### src/rtl/pau_pkg.sv
package pau_pkg;

    localparam int QW = 9;
    localparam int NQ = 4;
    localparam int DW = QW * NQ;

    typedef enum logic [1:0] {
        OP_ADD = 2'b00,
        OP_SUB = 2'b01,
        OP_AND = 2'b10,
        OP_OR  = 2'b11
    } op_e;

    typedef enum logic [2:0] {
        CFG_FULL   = 3'b000,
        CFG_HALVES = 3'b001,
        CFG_QUARTS = 3'b010,
        CFG_HI18   = 3'b011,
        CFG_LO18   = 3'b100
    } cfg_e;

    typedef logic [NQ-1:0] qmask_t;

    typedef struct packed {
        logic [DW-1:0] data;
        qmask_t        carry;
        qmask_t        ovf;
    } pau_res_t;

    // bit k set: quarter k continues the lane of quarter k-1 (bit 0 unused)
    function automatic qmask_t link_of(input logic [2:0] code);
        qmask_t m;
        case (code)
            CFG_FULL:   m = 4'b1110;
            CFG_HALVES: m = 4'b1010;
            CFG_QUARTS: m = 4'b0000;
            CFG_HI18:   m = 4'b1000;
            CFG_LO18:   m = 4'b0010;
            default:    m = 4'b1110;
        endcase
        return m;
    endfunction

    // index of the highest quarter in the lane holding quarter q
    function automatic int top_of(input qmask_t link, input int q);
        int   t;
        logic run;
        t   = q;
        run = 1'b1;
        for (int j = 0; j < NQ; j++) begin
            if (j > q) begin
                if (run && link[j]) t = j;
                else                run = 1'b0;
            end
        end
        return t;
    endfunction

endpackage

### src/rtl/pau_lane_map.sv
module pau_lane_map
    import pau_pkg::*;
(
    input  logic [2:0] cfg,
    output qmask_t     link,
    output qmask_t     lane_low
);
    always_comb begin
        link     = link_of(cfg);
        lane_low = ~link;
    end
endmodule

### src/rtl/pau_quarter.sv
module pau_quarter #(
    parameter int QW = 9
) (
    input  logic [QW-1:0] a,
    input  logic [QW-1:0] b,
    input  logic          cin,
    output logic [QW-1:0] sum,
    output logic          cout,
    output logic          ovf
);
    logic [QW:0] wide;

    always_comb begin
        wide = {1'b0, a} + {1'b0, b} + {{QW{1'b0}}, cin};
        sum  = wide[QW-1:0];
        cout = wide[QW];
        ovf  = (a[QW-1] == b[QW-1]) && (wide[QW-1] != a[QW-1]);
    end
endmodule

### src/rtl/pau_flag_spread.sv
module pau_flag_spread
    import pau_pkg::*;
(
    input  qmask_t link,
    input  qmask_t cout_raw,
    input  qmask_t ovf_raw,
    input  logic   arith,
    output qmask_t carry_q,
    output qmask_t ovf_q
);
    always_comb begin
        carry_q = '0;
        ovf_q   = '0;
        for (int q = 0; q < NQ; q++) begin
            carry_q[q] = arith & cout_raw[top_of(link, q)];
            ovf_q[q]   = arith & ovf_raw[top_of(link, q)];
        end
    end
endmodule

### src/rtl/pau_core.sv
module pau_core
    import pau_pkg::*;
#(
    parameter int LQW = pau_pkg::QW,
    parameter int LNQ = pau_pkg::NQ
) (
    input  logic               clk,
    input  logic               rst,
    input  logic               in_valid,
    input  logic [LQW*LNQ-1:0] opa,
    input  logic [LQW*LNQ-1:0] opb,
    input  logic [1:0]         op,
    input  logic [2:0]         cfg,
    output logic               out_valid,
    output logic [LQW*LNQ-1:0] result,
    output logic [LNQ-1:0]     carry_q,
    output logic [LNQ-1:0]     ovf_q
);
    localparam int W = LQW * LNQ;

    op_e          opc;
    logic         sub;
    logic         arith;
    qmask_t       link;
    qmask_t       lane_low;
    logic [W-1:0] bx;
    logic [W-1:0] sum;
    logic [LNQ-1:0] cin;
    logic [LNQ-1:0] cout_raw;
    logic [LNQ-1:0] ovf_raw;
    qmask_t       carry_n;
    qmask_t       ovf_n;
    pau_res_t     nxt;
    pau_res_t     cur;

    assign opc   = op_e'(op);
    assign sub   = (opc == OP_SUB);
    assign arith = (opc == OP_ADD) || (opc == OP_SUB);
    assign bx    = sub ? ~opb : opb;

    pau_lane_map u_map (
        .cfg      (cfg),
        .link     (link),
        .lane_low (lane_low)
    );

    for (genvar q = 0; q < LNQ; q++) begin : g_q
        if (q == 0) begin : g_first
            assign cin[q] = sub;
        end else begin : g_rest
            assign cin[q] = lane_low[q] ? sub : cout_raw[q-1];
        end
        pau_quarter #(.QW(LQW)) u_quarter (
            .a    (opa[q*LQW +: LQW]),
            .b    (bx[q*LQW +: LQW]),
            .cin  (cin[q]),
            .sum  (sum[q*LQW +: LQW]),
            .cout (cout_raw[q]),
            .ovf  (ovf_raw[q])
        );
    end

    pau_flag_spread u_flags (
        .link     (link),
        .cout_raw (cout_raw),
        .ovf_raw  (ovf_raw),
        .arith    (arith),
        .carry_q  (carry_n),
        .ovf_q    (ovf_n)
    );

    always_comb begin
        nxt.carry = carry_n;
        nxt.ovf   = ovf_n;
        case (opc)
            OP_AND:  nxt.data = opa & opb;
            OP_OR:   nxt.data = opa | opb;
            default: nxt.data = sum;
        endcase
    end

    always_ff @(posedge clk) begin
        if (rst) begin
            cur       <= '0;
            out_valid <= 1'b0;
        end else begin
            out_valid <= in_valid;
            if (in_valid) cur <= nxt;
        end
    end

    assign result  = cur.data;
    assign carry_q = cur.carry;
    assign ovf_q   = cur.ovf;

    // valid follows input one cycle later; idle cycles keep outputs
    a_r2_valid_delay: assert property (@(posedge clk) disable iff (rst)
        out_valid == $past(in_valid));
    a_r2_hold: assert property (@(posedge clk) disable iff (rst)
        !in_valid |=> ($stable(result) && $stable(carry_q) && $stable(ovf_q)));
    // logic ops clear flags and give bitwise results
    a_r11_logic_flags: assert property (@(posedge clk) disable iff (rst)
        (in_valid && op[1]) |=> (carry_q == '0 && ovf_q == '0));
    a_r11_and: assert property (@(posedge clk) disable iff (rst)
        (in_valid && op == 2'b10) |=> (result == ($past(opa) & $past(opb))));
    // a single lane shows uniform flags
    a_r3_uniform_flags: assert property (@(posedge clk) disable iff (rst)
        (in_valid && cfg == 3'b000) |=>
        (($countones(carry_q) == 0 || carry_q == '1) &&
         ($countones(ovf_q) == 0 || ovf_q == '1)));
    // halves carry paired flags
    a_r4_half_flags: assert property (@(posedge clk) disable iff (rst)
        (in_valid && cfg == 3'b001) |=>
        (carry_q[1] == carry_q[0] && carry_q[3] == carry_q[2] &&
         ovf_q[1] == ovf_q[0] && ovf_q[3] == ovf_q[2]));
    // A - A is zero with no borrow in every lane
    a_r8_self_sub: assert property (@(posedge clk) disable iff (rst)
        (in_valid && op == 2'b01 && opa == opb) |=>
        (result == '0 && carry_q == '1 && ovf_q == '0));
endmodule

### config.mk
export PLATFORM = sky130hd
export DESIGN_NAME = pau_core
export DESIGN_NICKNAME = d
export VERILOG_FILES = /design/src/rtl/pau_pkg.sv /design/src/rtl/pau_lane_map.sv /design/src/rtl/pau_quarter.sv /design/src/rtl/pau_flag_spread.sv /design/src/rtl/pau_core.sv
export SDC_FILE = /design/constraint.sdc
export NUM_CORES = 1
export LEC_CHECK = 0
export ABC_AREA = 1
export ABC_CLOCK_PERIOD_IN_PS = 4400
export BUFFER_PORTS_ARGS = -buffer_cell sky130_fd_sc_hd__buf_2
export CAP_MARGIN = 20
export CORE_ASPECT_RATIO = 0.5
export CORE_MARGIN = 4
export CORE_UTILIZATION = 48
export CTS_CLUSTER_DIAMETER = 50
export DETAILED_ROUTE_END_ITERATION = 10
export PLACE_DENSITY = 0.78
export SYNTH_ARGS = -nofsm -noshare
export SYNTH_HDL_FRONTEND = slang
export SYNTH_SLANG_ARGS = --single-unit
### constraint.sdc
create_clock -name clk -period 4.4 [get_ports clk]
set_input_delay 0 -clock clk [delete_from_list [all_inputs] [get_ports clk]]
set_output_delay 0 -clock clk [all_outputs]
set_load 0.05 [all_outputs]
==> metrics.txt, run 1 <==
run status=complete, no violations; synthesized cell area=0.00439 mm2; # DRC=0; nets=~930; fraction of layout cells with a size suffix above 1=26.4%; via count of the first global-routing pass=approximately 4600; fin crit period=4080 ps; Fillers=between 800 and 900; GP Congestion=0.904; most used flip-flop cell after synthesis=dfxtp_1; RSZ-0062 raised after global routing=no; Post-DP HPWL=10.5 mm; crit path DAT=4230 ps; I/O pin count=125; Setup WS pre-CTS=-196 ps; Die Height=~76 um; skew final=0 ps; Antenna Cells=0; Area Growth Syn to Fin=27.8%; post-synthesis register bit count=45; clk slew on worst S/H paths=about 80 ps; Final Hold Viols=0; Worst Path Max Fanout=6; crit end category=flip-flop; Starting Density=49.8%; clock buffer depth=2; Worst Hold Class=primary input to flip-flop; Pwr Density=between 300 and 400 mW/mm2; wire length of the first global-routing pass=22.5 mm; largest net degree at the start of global routing=49; most common cell after layout, fill and taps aside=nand2_1; Slew HR=about a third; Yosys Warn Count=0; core area=0.00880 mm2; setup violators final=0; Worst Path Required=4550 ps; die area=0.0108 mm2; Worst Setup Slack, final=about 320 ps; Post-DP Area=between 0.005 and 0.006 mm2; Final period util=92.8%; Final Util=63.7%; Post-Route WL=14.2 mm; Least-Margin Pin Slew=976 ps; CTS Hold Buffers Added=0; final non-filler cell total=928; CP max stage delay=390 ps; Max IR drop VDD=between 150 and 200 uV; Site Rows=24; Storage cell area=901 um2; Detailed Routing Iterations Pass 1=5; initial antenna violation count=0; Antenna Violating Nets Remaining=0; Final Instance Area=0.00561 mm2; Clk Latency, worst-skew pair=300 ps; Setup crit start kind=primary input; footprint of the multi-input gates=0.00323 mm2; GRT Total Usage=26.1%; setup_tns=0 ps; CTS tree=built; GR Overflow Total=0; number of synthesized flops with an enable pin=0; routed len/inst=around 15 um; Slew Limit Fails=0; crit-path most repeated cell=nand3_2; post-synthesis sequential area ratio=20.5%; clock root cell=clkbuf_16; mean post-synth cell area=6.59 um2; Cells after Synth=665; total CTS buffers=5; vias=just over 5000; f_max=245 MHz; clk sinks=45; Pleak=2.81 nW; distinct cell type count after synthesis=35; ys async rst share=0%; CP Class=primary input to flip-flop; Power, Total=1.72 mW; hold slack=34.8 ps; starting DRC count in detailed routing=305; via-per-instance ratio=5.53; dpl cells=914; PortBufs=124; most frequent cells in the layout=125 x nand2_1, 123 x buf_2, 90 x a21oi_1, 60 x nand3_1, 56 x inv_1; syn nets=786; MaxCap Viol Count=0; worst-path cell with the longest stage delay=fa_2; Die Span X=143 um; CTS H-tree depth=2
==> worst max-delay path: cells and delay by family <==
| family | cells | cell delay, ps |
|---|---|---|
| and+or+nand+nor | 15 | 1530 |
| buffers and inverters | 3 | 280 |
| xor gates and xnor gates | 1 | 140 |
| AOI/OAI and AO/OA | 6 | 490 |
| adders and majority gates | 5 | 1770 |
==> what timing repair did <==
item                       4_1_cts  5_1_grt
setup buffers                    0        5
setup endpoints to repair        0        8
resized for setup                0       11
==> cell families (layout without fill, tap and decap cells) <==
family / count (synthesis) / count (layout) / synth area share, %
AOI/OAI and AO/OA: 193 / 193 / 24.2
buffers and inverters: 93 / 238 / 8.53
and+or+nand+nor: 245 / 246 / 24.2
xor gates and xnor gates: 47 / 47 / 9.39
adders and majority gates: 41 / 41 / 12.9
muxes: 1 / 1 / 0.228
DFF: 45 / 45 / 20.5
==> final timing paths <==
check / startpoint / end / slack [ps] / cells past startpoint
worst max-delay path: op[1] / ovf_q[1] / 320 / 30
worst min-delay path: opb[2] / result[2] / 30 / 3
worst max register to register: result[35] / result[35] / 3610 / 4
worst min register to register: carry_q[1] / carry_q[1] / 470 / 2
==> registers in the layout (all words and copies together) (netlist names) <==
register,cells
out_valid,1
result,36
carry_q,4
ovf_q,4
==> where the power goes <==
| group | total [mW] | internal [mW] | switching (mW) |
|---|---|---|---|
| Sequential | 0.464 | 0.445 | 0.0192 |
| Clock | 0.425 | 0.242 | 0.183 |
| Combinational | 0.830 | 0.303 | 0.527 |
==> cells in the mapped netlist (14+ instances only) <==
library cell | n | area [um2]
nor2_1 | 29 | 109
o21ai_1 | 14 | 70.1
nand2_1 | 130 | 488
xnor2_1 | 29 | 254
nand3_1 | 66 | 330
o21ai_0 | 50 | 250
a21oi_1 | 92 | 460
inv_1 | 57 | 214
xor2_1 | 18 | 158
dfxtp_1 | 45 | 901
ha_1 | 34 | 425
==> layer usage <==
layer	GRT usage, %	vias up	wire length [um]
met4	5.69	0	120
met3	4.20	11	882
met2	44.3	150	6470
met1	35.6	2417	6720
met5	0	-	0
li1	-	2555	-
==> cell type report <==
cell class,count,area share [%]
well taps,117,2.61
multi-input cells,528,57.6
repair buffers,163,16.3
inverters,67,4.62
clock buffers,7,2.72
flip-flops and latches,45,16.1
clock inverters,1,0.0893
(Power assumes the default switching activity.)
==> inputs of run 2 (changes only) <==
--- a/config.mk
+++ b/config.mk
@@ -6,7 +6,7 @@
 export NUM_CORES = 1
 export LEC_CHECK = 0
 export ABC_AREA = 1
-export ABC_CLOCK_PERIOD_IN_PS = 4400
+export ABC_CLOCK_PERIOD_IN_PS = 3700
 export BUFFER_PORTS_ARGS = -buffer_cell sky130_fd_sc_hd__buf_2
 export CAP_MARGIN = 20
 export CORE_ASPECT_RATIO = 0.5
@@ -14,6 +14,7 @@
 export CORE_UTILIZATION = 48
 export CTS_CLUSTER_DIAMETER = 50
 export DETAILED_ROUTE_END_ITERATION = 10
+export HOLD_SLACK_MARGIN = 0.05
 export PLACE_DENSITY = 0.78
 export SYNTH_ARGS = -nofsm -noshare
 export SYNTH_HDL_FRONTEND = slang
==> constraint.sdc (replaced) <==
create_clock -name clk -period 3.7 [get_ports clk]
set_input_delay 0 -clock clk [delete_from_list [all_inputs] [get_ports clk]]
set_output_delay 0 -clock clk [all_outputs]
set_load 0.05 [all_outputs]
==> run 2 against run 1 <==
The run now ends with setup timing left. Register-to-register slack worse by 680 ps. Global-route usage up 0.64 points. Clock power up 13%. Sequential power up 19%. Setup slack worse by 650 ps. Combinational power up 29%. Critical endpoint is now ovf_q[0]. Largest power group unchanged. Highest routed layer unchanged.
==> metrics.txt, run 2 (same netlist as run 1, synthesis figures left out) <==
run status=finished with violations; failing checks=setup timing; Max IR drop VDD=208 uV; r2r worst-path depth=4; GP Congestion=0.938; RSZ-0062 raised after global routing=yes; GR Overflow Total=0; CTS tree=built; crit path DAT=4260 ps; R2R setup slack=a little under 3000 ps; nets=965; vias=~5200; Worst Path Max Fanout=5; worst-path cell with the longest stage delay=fa_2; Pleak=2.98 nW; Levels on crit path=29; Area Growth Syn to Fin=35.5%; clock buffer depth=2; grt met1 use=34.3%; fraction of layout cells with a size suffix above 1=30.7%; met3 usage=about 4%; Post-Route WL=about 14 mm; CP max stage delay=410 ps; Storage cell area=901 um2; CTS H-tree depth=2; setup violators final=8; busiest grt layer=met2; Starting Density=49.8%; Die Span X=143 um; # DRC=0; die area=0.0108 mm2; Final Instance Area=0.00594 mm2; Worst Path Required=3920 ps; total CTS buffers=5; core area=0.00880 mm2; Worst Hold Class=primary input to flip-flop; most common cell after layout, fill and taps aside=buf_2; Slew Limit Fails=0; skew final=0 ps; Post-DP Area=~0.0056 mm2; Antenna Cells=0; Post-DP HPWL=10.9 mm; Final period util=109%; Worst Setup Slack, final=-336 ps; PortBufs=~120; fin crit period=4040 ps; clock root cell=clkbuf_16; R2R Path End=result[35]; met2 GRT Util=48.6%; largest net degree at the start of global routing=37; critical path's top delay family=adder cells; setup_tns=-2170 ps; Power, Total=2.10 mW; Worst Path Buf+Inv=3; starting DRC count in detailed routing=approximately 360; Fillers=792; I/O pin count=125; Antenna Violating Nets Remaining=0; via count of the first global-routing pass=around 5000; crit end category=flip-flop; hold slack=roughly 50 ps; Slew HR=between 30% and 40%; Die Height=75.6 um; footprint of the multi-input gates=0.00329 mm2; Detailed Routing Iterations Pass 1=6; max FFs per register=36; clk sinks=45; most frequent cells in the layout=122 x buf_2, 118 x nand2_1, 89 x a21oi_1, 70 x buf_4, 60 x nand3_1; Final Hold Viols=0; crit path to=ovf_q[0]; Least-Margin Pin Slew=961 ps; Setup crit start kind=primary input; wire length of the first global-routing pass=around 23 mm; RR Startpoint=result[35]; CP startpoint=op[1]; Clk Latency, worst-skew pair=about 290 ps; MaxCap Viol Count=0; initial antenna violation count=0; routed len/inst=15.0 um; via-per-instance ratio=~5.4; f_max=248 MHz; GRT Total Usage=26.7%; Pwr Density=353 mW/mm2; CP Class=primary input to flip-flop; Site Rows=24; clk slew on worst S/H paths=70 ps
==> run 2: cell types whose count changed in the layout (fill, tap and decap cells not counted), sizes merged <==
| cell | delta |
|---|---|
| buf | +34 |
| clkinv | +1 |
| clkinvlp | +1 |
| clkbuf | -3 |
| dlygate4sd3 | +1 |
==> run 2: per-stage QoR <==
stage	worst slack (ps)	util (%)	instances
2_1_floorplan	-788	-	665
3_3_place_gp	-824	63.1	939
3_5_place_dp	-968	63.1	939
4_1_cts	-306	66.6	960
5_1_grt	-622	67.6	962
6_report	-336	67.6	962
==> run 2: worst min path at each step <==
stage               slack (ps)     from  cells past startpoint         end
CTS                         50  opa[29]                      3  result[29]
finish                      50  opa[29]                      3  result[29]
global route                60  opa[20]                      3  result[20]
global placement           340  opa[20]                      3  result[20]
detailed placement         350  opa[11]                      3  result[11]
floorplan                  200  opb[11]                      2  result[11]
==> run 2: report_power, final <==
part           internal, mW  total [mW]  switching [mW]
registers             0.529       0.553          0.0238
clock network         0.255       0.479           0.224
logic                 0.416        1.07           0.651
==> run 2: area by class of cell <==
class,count,share of cell area [%]
Clock buffer,5,2.10
Sequential cell,45,15.2
Clock inverter,3,0.421
Timing Repair Buffer,197,20.1
Tap cell,117,2.46
Inverter,67,4.48
Multi-Input combinational cell,528,55.3
==> run 2: timing repair <==
item	4_1_cts	5_1_grt
pin swaps	19	8
hold endpoints to repair	1	0
gates cloned	1	0
resized for setup	13	19
hold buffers	1	0
endpoints found under the setup margin	16	16
setup buffers	11	6
==> run 2: routing by layer <==
layer / vias to the layer above / share of wire [%] / wire length (um)
li1: 2634 / - / -
met1: 2399 / 46 / 6580
met2: 165 / 47 / 6770
met3: 19 / 6.2 / 891
met4: 0 / 1.3 / 182
met5: - / 0 / 0
==> run 2: tightest hold or removal path, cell delays in order <==
cell	delay, ps
buf_2	110
nand3_1	80
a41oi_2	90
